`src/rtl/belt_alarm_pkg.sv`:
```
// Package: shared state encoding for the seat belt alarm controller.
// Assumes: nothing outside this package depends on the numeric codes.
package belt_alarm_pkg;

    typedef enum logic [1:0] {
        ST_IDLE  = 2'd0,
        ST_GRACE = 2'd1,
        ST_SOUND = 2'd2
    } belt_state_t;

endpackage

```
`src/rtl/belt_sec_timer.sv`:
```
// Module: seconds timer that steps in lock-step with the control machine.
// What it does: counts seconds pulses from 0 up to LIMIT_SECS while run is
//   high, saturating at LIMIT_SECS; restart clears it to 0 and wins over a
//   pulse in the same cycle. It flags, combinationally, the pulse that will
//   bring the count to GRACE_SECS or to LIMIT_SECS at the coming edge.
// Assumes: sec_tick is a single-cycle pulse synchronous to clk.
module belt_sec_timer #(
    parameter int GRACE_SECS = 5,
    parameter int LIMIT_SECS = 10,
    parameter int CNT_W      = $clog2(LIMIT_SECS + 1)
) (
    input  logic             clk,
    input  logic             rst_n,
    input  logic             restart,
    input  logic             run,
    input  logic             sec_tick,
    output logic [CNT_W-1:0] secs_q,
    output logic             grace_evt,
    output logic             limit_evt
);

    localparam logic [CNT_W-1:0] GRACE_PRE = CNT_W'(GRACE_SECS - 1);
    localparam logic [CNT_W-1:0] LIMIT_PRE = CNT_W'(LIMIT_SECS - 1);
    localparam logic [CNT_W-1:0] LIMIT_VAL = CNT_W'(LIMIT_SECS);

    logic step;

    // Purpose: a counting step happens on a pulse while running, below the cap.
    always_comb begin
        step = run && sec_tick && (secs_q != LIMIT_VAL);
    end

    // Purpose: timeout events describe the value the counter reaches this edge.
    always_comb begin
        grace_evt = step && (secs_q == GRACE_PRE);
        limit_evt = step && (secs_q == LIMIT_PRE);
    end

    // Purpose: the counter register itself.
    always_ff @(posedge clk) begin
        if (!rst_n) begin
            secs_q <= '0;
        end else if (restart) begin
            secs_q <= '0;
        end else if (step) begin
            secs_q <= secs_q + 1'b1;
        end
    end

endmodule

```
`src/rtl/belt_ctrl_fsm.sv`:
```
// Module: control machine of the seat belt alarm.
// What it does: moves between idle, grace and sounding on key, belt and
//   timer events; key and belt events win over timer events in one cycle.
//   It drives the timer's restart and run controls and a registered alarm.
// Assumes: the timer events refer to the same edge at which this machine
//   updates, so both halves form one synchronous product machine.
module belt_ctrl_fsm
    import belt_alarm_pkg::*;
(
    input  logic        clk,
    input  logic        rst_n,
    input  logic        key_on,
    input  logic        key_off,
    input  logic        belt_on,
    input  logic        grace_evt,
    input  logic        limit_evt,
    output belt_state_t state_q,
    output logic        restart,
    output logic        run,
    output logic        alarm_q
);

    belt_state_t state_d;
    logic        quit_evt;

    // Purpose: a driver action that ends both grace and sounding.
    always_comb begin
        quit_evt = key_off || belt_on;
    end

    // Purpose: timer controls follow the current state.
    always_comb begin
        restart = (state_q == ST_IDLE) && key_on;
        run     = (state_q != ST_IDLE);
    end

    // Purpose: next-state rules; unlisted conditions keep the state.
    always_comb begin
        state_d = state_q;
        unique case (state_q)
            ST_IDLE: begin
                if (key_on) state_d = ST_GRACE;
            end
            ST_GRACE: begin
                if (quit_evt)       state_d = ST_IDLE;
                else if (grace_evt) state_d = ST_SOUND;
            end
            ST_SOUND: begin
                if (quit_evt || limit_evt) state_d = ST_IDLE;
            end
            default: state_d = ST_IDLE;
        endcase
    end

    // Purpose: state and alarm registers, updated together.
    always_ff @(posedge clk) begin
        if (!rst_n) begin
            state_q <= ST_IDLE;
            alarm_q <= 1'b0;
        end else begin
            state_q <= state_d;
            alarm_q <= (state_d == ST_SOUND);
        end
    end

endmodule

```
`src/rtl/belt_alarm_ctrl.sv`:
```
// Module: top of the seat belt reminder alarm controller.
// What it does: joins the control machine and the seconds timer so that
//   both change state on the same edge, and exposes the alarm level.
// Assumes: key_on, key_off, belt_on and sec_tick are clean one-cycle pulses
//   synchronous to clk; 0 < GRACE_SECS < LIMIT_SECS.
module belt_alarm_ctrl #(
    parameter int GRACE_SECS = 5,
    parameter int LIMIT_SECS = 10
) (
    input  logic clk,
    input  logic rst_n,
    input  logic key_on,
    input  logic key_off,
    input  logic belt_on,
    input  logic sec_tick,
    output logic alarm
);
    import belt_alarm_pkg::*;

    localparam int CNT_W = $clog2(LIMIT_SECS + 1);

    belt_state_t      state_q;
    logic [CNT_W-1:0] secs_q;
    logic             restart;
    logic             run;
    logic             grace_evt;
    logic             limit_evt;
    logic             alarm_q;

    belt_sec_timer #(
        .GRACE_SECS (GRACE_SECS),
        .LIMIT_SECS (LIMIT_SECS),
        .CNT_W      (CNT_W)
    ) u_timer (
        .clk       (clk),
        .rst_n     (rst_n),
        .restart   (restart),
        .run       (run),
        .sec_tick  (sec_tick),
        .secs_q    (secs_q),
        .grace_evt (grace_evt),
        .limit_evt (limit_evt)
    );

    belt_ctrl_fsm u_fsm (
        .clk       (clk),
        .rst_n     (rst_n),
        .key_on    (key_on),
        .key_off   (key_off),
        .belt_on   (belt_on),
        .grace_evt (grace_evt),
        .limit_evt (limit_evt),
        .state_q   (state_q),
        .restart   (restart),
        .run       (run),
        .alarm_q   (alarm_q)
    );

    // Purpose: the registered alarm goes straight to the port.
    always_comb begin
        alarm = alarm_q;
    end

endmodule

```
`config.mk`:
```
export PLATFORM = sky130hd
export DESIGN_NAME = belt_alarm_ctrl
export DESIGN_NICKNAME = d
export VERILOG_FILES = /design/src/rtl/belt_alarm_pkg.sv /design/src/rtl/belt_sec_timer.sv /design/src/rtl/belt_ctrl_fsm.sv /design/src/rtl/belt_alarm_ctrl.sv
export SDC_FILE = /design/constraint.sdc
export NUM_CORES = 1
export LEC_CHECK = 0
export BUFFER_PORTS_ARGS = -buffer_cell sky130_fd_sc_hd__buf_2
export CAP_MARGIN = 30
export CORE_AREA = 2 2 39 41
export CTS_CLUSTER_SIZE = 40
export DETAILED_ROUTE_END_ITERATION = 12
export DIE_AREA = 0 0 41 43
export RECOVER_POWER = 50
export SLEW_MARGIN = 20
export SYNTH_ARGS = -nofsm -noshare
export SYNTH_HDL_FRONTEND = slang
export SYNTH_SLANG_ARGS = --single-unit
export TNS_END_PERCENT = 30
```
`constraint.sdc`:
```
create_clock -name clk -period 2.55 [get_ports clk]
set_clock_uncertainty 0.15 [all_clocks]
set_input_delay 0.51 -clock clk [delete_from_list [all_inputs] [get_ports clk]]
set_output_delay 0.51 -clock clk [all_outputs]
set_load 0.01 [all_outputs]
```
Word-level counts from Yosys, hierarchy flattened
Cells that the tools add are included.
{"block": "op_classes", "reduce_logical": 10, "eq_ne": 6, "mux": 5, "bitwise_logic": 1, "addsub": 1}
{"op": "$mux W2", "count": 4}
{"op": "$pmux W2 S3", "count": 1}
{"op": "$logic_and A1 B1 Y1", "count": 5}
{"op": "$add A4 B1 Y4 const B", "count": 1}
{"op": "$eq A2 B2 Y1 const B", "count": 2}
{"op": "$eq A4 B3 Y1 const B", "count": 1}
{"op": "$eq A4 B4 Y1 const B", "count": 1}
{"op": "$ne A4 B4 Y1 const B", "count": 1}
{"op": "$eq A2 B1 Y1 const B", "count": 1}
{"op": "$logic_not A2 Y1", "count": 1}
{"op": "$logic_or A1 B1 Y1", "count": 2}
{"op": "$reduce_bool A2 Y1", "count": 1}
{"op": "$reduce_or A2 Y1", "count": 1}
{"op": "$not A1 Y1", "count": 1}
{"block": "word_totals", "word_cells": 26, "reg_bits": 7, "input_bits": 6, "output_inout_bits": 1}

Depth between registers and ports, before layout
{"block": "depth", "depth_word": 8, "mapped_depth": 5}

Modules after synthesis
Synthesis repeated with hierarchy kept, for this count alone.
{"block": "unflattened", "cells_unflattened": 45, "area_unflattened_um2": 414.1}
{"module": "belt_sec_timer", "instances": 1, "area_per_inst_um2": 266.5, "cells_each": 31}
{"module": "belt_ctrl_fsm", "instances": 1, "area_per_inst_um2": 147.6, "cells_each": 14}

Worst setup path before layout
No wires, ideal clock.
{"block": "synth_timing", "kind": "register to register", "startpoint": "register u_timer.secs_q[0]", "endpoint": "register u_fsm.alarm_q", "required_time_ps": 2283, "path_stages_with_launch": 6, "arrival_ps": 1228, "path_buffers": 0, "period_less_slack_ps": 1495, "slack_ps": 1055, "cell_sequence": "dfxtp_1 -> inv_1 -> ha_1 -> nor4bb_1 -> nand2_1 -> a32o_1"}
{"block": "synth_between", "elab_chain_len": 7, "elab_cells_between_ends": 12}
{"item": "start: declaration", "line": "belt_sec_timer.sv:17", "source": "output logic [CNT_W-1:0] secs_q,"}
{"item": "start signal: assignment", "line": "belt_sec_timer.sv:46", "source": "secs_q <= secs_q + 1'b1;"}
{"item": "$ne A4 B4 Y1", "line": "belt_sec_timer.sv:30", "source": "step = run && sec_tick && (secs_q != LIMIT_VAL);"}
{"item": "$logic_and A1 B1 Y1", "line": "belt_sec_timer.sv:30"}
{"item": "$logic_and A1 B1 Y1 (on tied branches)", "line": "belt_sec_timer.sv:35, belt_sec_timer.sv:36"}
{"item": "$mux W2 or $logic_or A1 B1 Y1 (tied branches)", "line": "belt_ctrl_fsm.sv:46, belt_ctrl_fsm.sv:49"}
{"item": "$mux W2 (on tied branches)", "line": "belt_ctrl_fsm.sv:45, belt_ctrl_fsm.sv:49"}
{"item": "$pmux W2 S3 (*)", "line": "belt_ctrl_fsm.sv:40", "source": "unique case (state_q)"}
{"item": "$eq A2 B2 Y1 (*)", "line": "belt_ctrl_fsm.sv:62", "source": "alarm_q <= (state_d == ST_SOUND);"}
{"item": "end signal: assignment", "line": "belt_ctrl_fsm.sv:62"}
{"item": "end: declaration", "line": "belt_ctrl_fsm.sv:20", "source": "output logic alarm_q"}
Every way passes the cells marked *; elsewhere a longest branch is shown, timed or not.
A chain may end at the register's enable or synchronous reset.

Worst setup path after layout
Same ends and word-level chain as after synthesis.

==> results.yml <==
timing:
  fin_crit_ns: 1.61
  fmax_mhz: 620
  setup_viol: 0
  setup-tns-final_ns: 0
  rsz0062_at_grt: "false"
  max_slew_margin: 0.631
  worst_pin_slew_ns: 0.547
  slew_viol_final: 0
  holdWs_ns: 0.372
  period_share: 0.633
  hold_violations: 0
synthesis:
  seq_area_frac_synth: 0.347
  synthArstFlopShare: 0
  syn_nets: 54
  ys_ff_latch: 7
  synth_top_area_share: 0.347
  synth_flop_cell: "dfxtp_1"
  syn_inst: 44
  syn_avg_cell_area_um2: 9.18
  synth_top_area_cell: "dfxtp_1"
  synth_edf_count: 0
  syn-cell-area_um2: 404
  yosys_warnings: 0
  yosysUniqueCellTypes: 22
  ys_top_cells_by_count: "7 x dfxtp_1, 4 x a21oi_1, 4 x ha_1"
  yosysMostFrequentCell: "dfxtp_1"
  synth_area_leaders: "dfxtp_1 35%, ha_1 12%, a32o_1 7.4%, a21oi_1 5.0%, nand3_1 3.7%"
critical_path:
  crit_type: "flop to flop"
  r2r_cells: 5
  required_ns: 2.54
  worstSetupStartpointType: "flop"
  end_kind: "flop"
  timing.rr.start: "u_timer.secs_q[0]$_SDFFE_PP0P_"
  cp_max_fo: 5
  startpoint: "u_timer.secs_q[0]$_SDFFE_PP0P_"
  cp-endpoint: "u_fsm.alarm_q$_SDFF_PN0_"
  r2r_end: "u_fsm.alarm_q$_SDFF_PN0_"
  r2r_slack_ns: 0.94
  worstPathArrival_ns: 1.61
routing:
  avgRoutedWirePerCell_um: 11.2
  ant_nets: 0
  vias: 367
  drt_wl_total_um: 782
  drtIter0Drc: 4
  first_pass_iters: 4
  drc_errors: 0
  vias_per_cell: 5.24
power_and_ir_drop:
  sw_frac_of_total: 0.223
  ir_worst_vdd_mv: 0.368
  p_leak_nw: 0.178
  pwr-share-clk: 0.440
  p_sw_uw: 51.3
  internal-power_uw: 179
  p_seq_frac: 0.493
  cellPowerDensity_nw_per_um2: 484
  power_frac_comb: 0.066
final_layout:
  syn2layout_area_growth_pct: 17.6
  antenna_cells: 0
  fin_util: 0.344
  multiInputGateArea_um2: 253
  final-seq-area_um2: 140
  drive_gt1_frac: 0.185
  final_nets: 65
  fillers: 164
floorplanning:
  fp-row-count: 14
  die_y_um: 43
  die_area_um2: 1760
  fp.coreArea_um2: 1380
  chipWidth_um: 41
  start_util: 0.292
  num_io_pins: 7
global_routing:
  grt_overflow_total: 0
  grt_usage: 0.123
  antenna_found_initial: 0
  grt_max_degree: 9
  grt_pass1_wl_mm: 1.41
  first_global_vias: 343
clocking:
  htreeDepth: 1
  insertion_delay_ns: 0.25
  cts_buffers: 3
  cts_tree: "yes"
  cts-resized-gates: 0
  hold_buffers: 0
  clock_tree.root_cell: "clkbuf_4"
  clock_path_buffers: 2
  cts_setup_buffers: 0
  clkTransAtPathRegs_ns: 0.05
  cts_sinks: 7
placement:
  gp_congestion: 0.695
  io_buffers: 6
  hpwl_um: 591
worst_hold_path:
  hp-start: "key_on"
  hold_class: "input port to flop"
job:
  cap_violations: 0
outcome:
  status: "complete, no violations"
## worst max-delay path, cell delays in order, from the launching register on
cell      delay (ns)
dfxtp_1         0.39
inv_1           0.10
ha_1            0.24
nor4bb_1        0.26
nand2_1         0.11
a32o_1          0.26
## cell usage in the layout (no fill, tap or decap), types with 2 or more instances in the layout
cell type and instances:
dfxtp_1 7, buf_2 5, a32o_1 3, ha_1 4, inv_1 2, nand3_1 3, a21oi_1 4, clkbuf_4 3
nor2_1 2, clkbuf_1 2, or3_1 2, o21ai_0 4, nand2_1 2
## registers in the layout, summed over array words and instances (netlist names)
signal	flops
u_fsm.alarm_q	1
u_timer.secs_q	4
u_fsm.state_q	2
## how the worst min path moves through the flow
stage	depth (start not counted)	slack, ns	end
2_1_floorplan	2	0.34	u_timer.secs_q[0]$_SDFFE_PP0P_
3_3_place_gp	2	0.39	u_timer.secs_q[1]$_SDFFE_PP0P_
3_5_place_dp	2	0.38	u_timer.secs_q[1]$_SDFFE_PP0P_
4_1_cts	2	0.37	u_fsm.state_q[0]$_SDFF_PN0_
5_1_grt	2	0.37	u_fsm.state_q[0]$_SDFF_PN0_
6_report	2	0.37	u_fsm.state_q[0]$_SDFF_PN0_
## per-layer routing
| layer | GRT usage | vias to the layer above | part of all wire |
|---|---|---|---|
| met5 | 0 | - | 0 |
| met4 | 0.0400 | 0 | 0 |
| met3 | 0.0942 | 0 | 0.084 |
| met2 | 0.172 | 9 | 0.46 |
| met1 | 0.139 | 171 | 0.45 |
| li1 | - | 187 | - |
## logic make-up (layout without fill, tap and decap cells)
group                    after synthesis  in the layout  synth area share
AND/OR/NAND/NOR                       16             16             0.242
flip-flops                             7              7             0.347
adder cells (fa/ha/maj)                4              4             0.124
multiplexers                           1              1            0.0248
buffers and inverters                  2             12            0.0186
AO/OA/AOI/OAI                         14             14             0.245
## final cells by class
| cell class | count | area share |
|---|---|---|
| Sequential cell | 7 | 0.295 |
| Timing Repair Buffer | 6 | 0.0605 |
| Inverter | 2 | 0.0158 |
| Tap cell | 16 | 0.0421 |
| Clock buffer | 4 | 0.0553 |
| Multi-Input combinational cell | 35 | 0.532 |
## power groups by stage
stage / Sequential [mW] / Clock (mW) / Combinational, mW
6_report: 0.113 / 0.101 / 0.0153
2_1_floorplan: 0.115 / 0 / 0.00901
3_3_place_gp: 0.116 / 0 / 0.0156
5_1_grt: 0.114 / 0.113 / 0.0173
4_1_cts: 0.114 / 0.106 / 0.0160
3_5_place_dp: 0.116 / 0 / 0.0156
## per-stage QoR
stage / total power, mW / cell area, um^2 / std cells / worst slack, ns
after floorplan: 0.124 / 404 / 44 / 1.05
after global placement: 0.132 / 454 / 66 / 0.940
after detailed placement: 0.132 / 454 / 66 / 0.930
after CTS: 0.235 / 480 / 70 / 0.928
after global routing: 0.244 / 475 / 70 / 0.794
final: 0.230 / 475 / 70 / 0.936
Note: power is estimated with default switching activity, not from simulation.
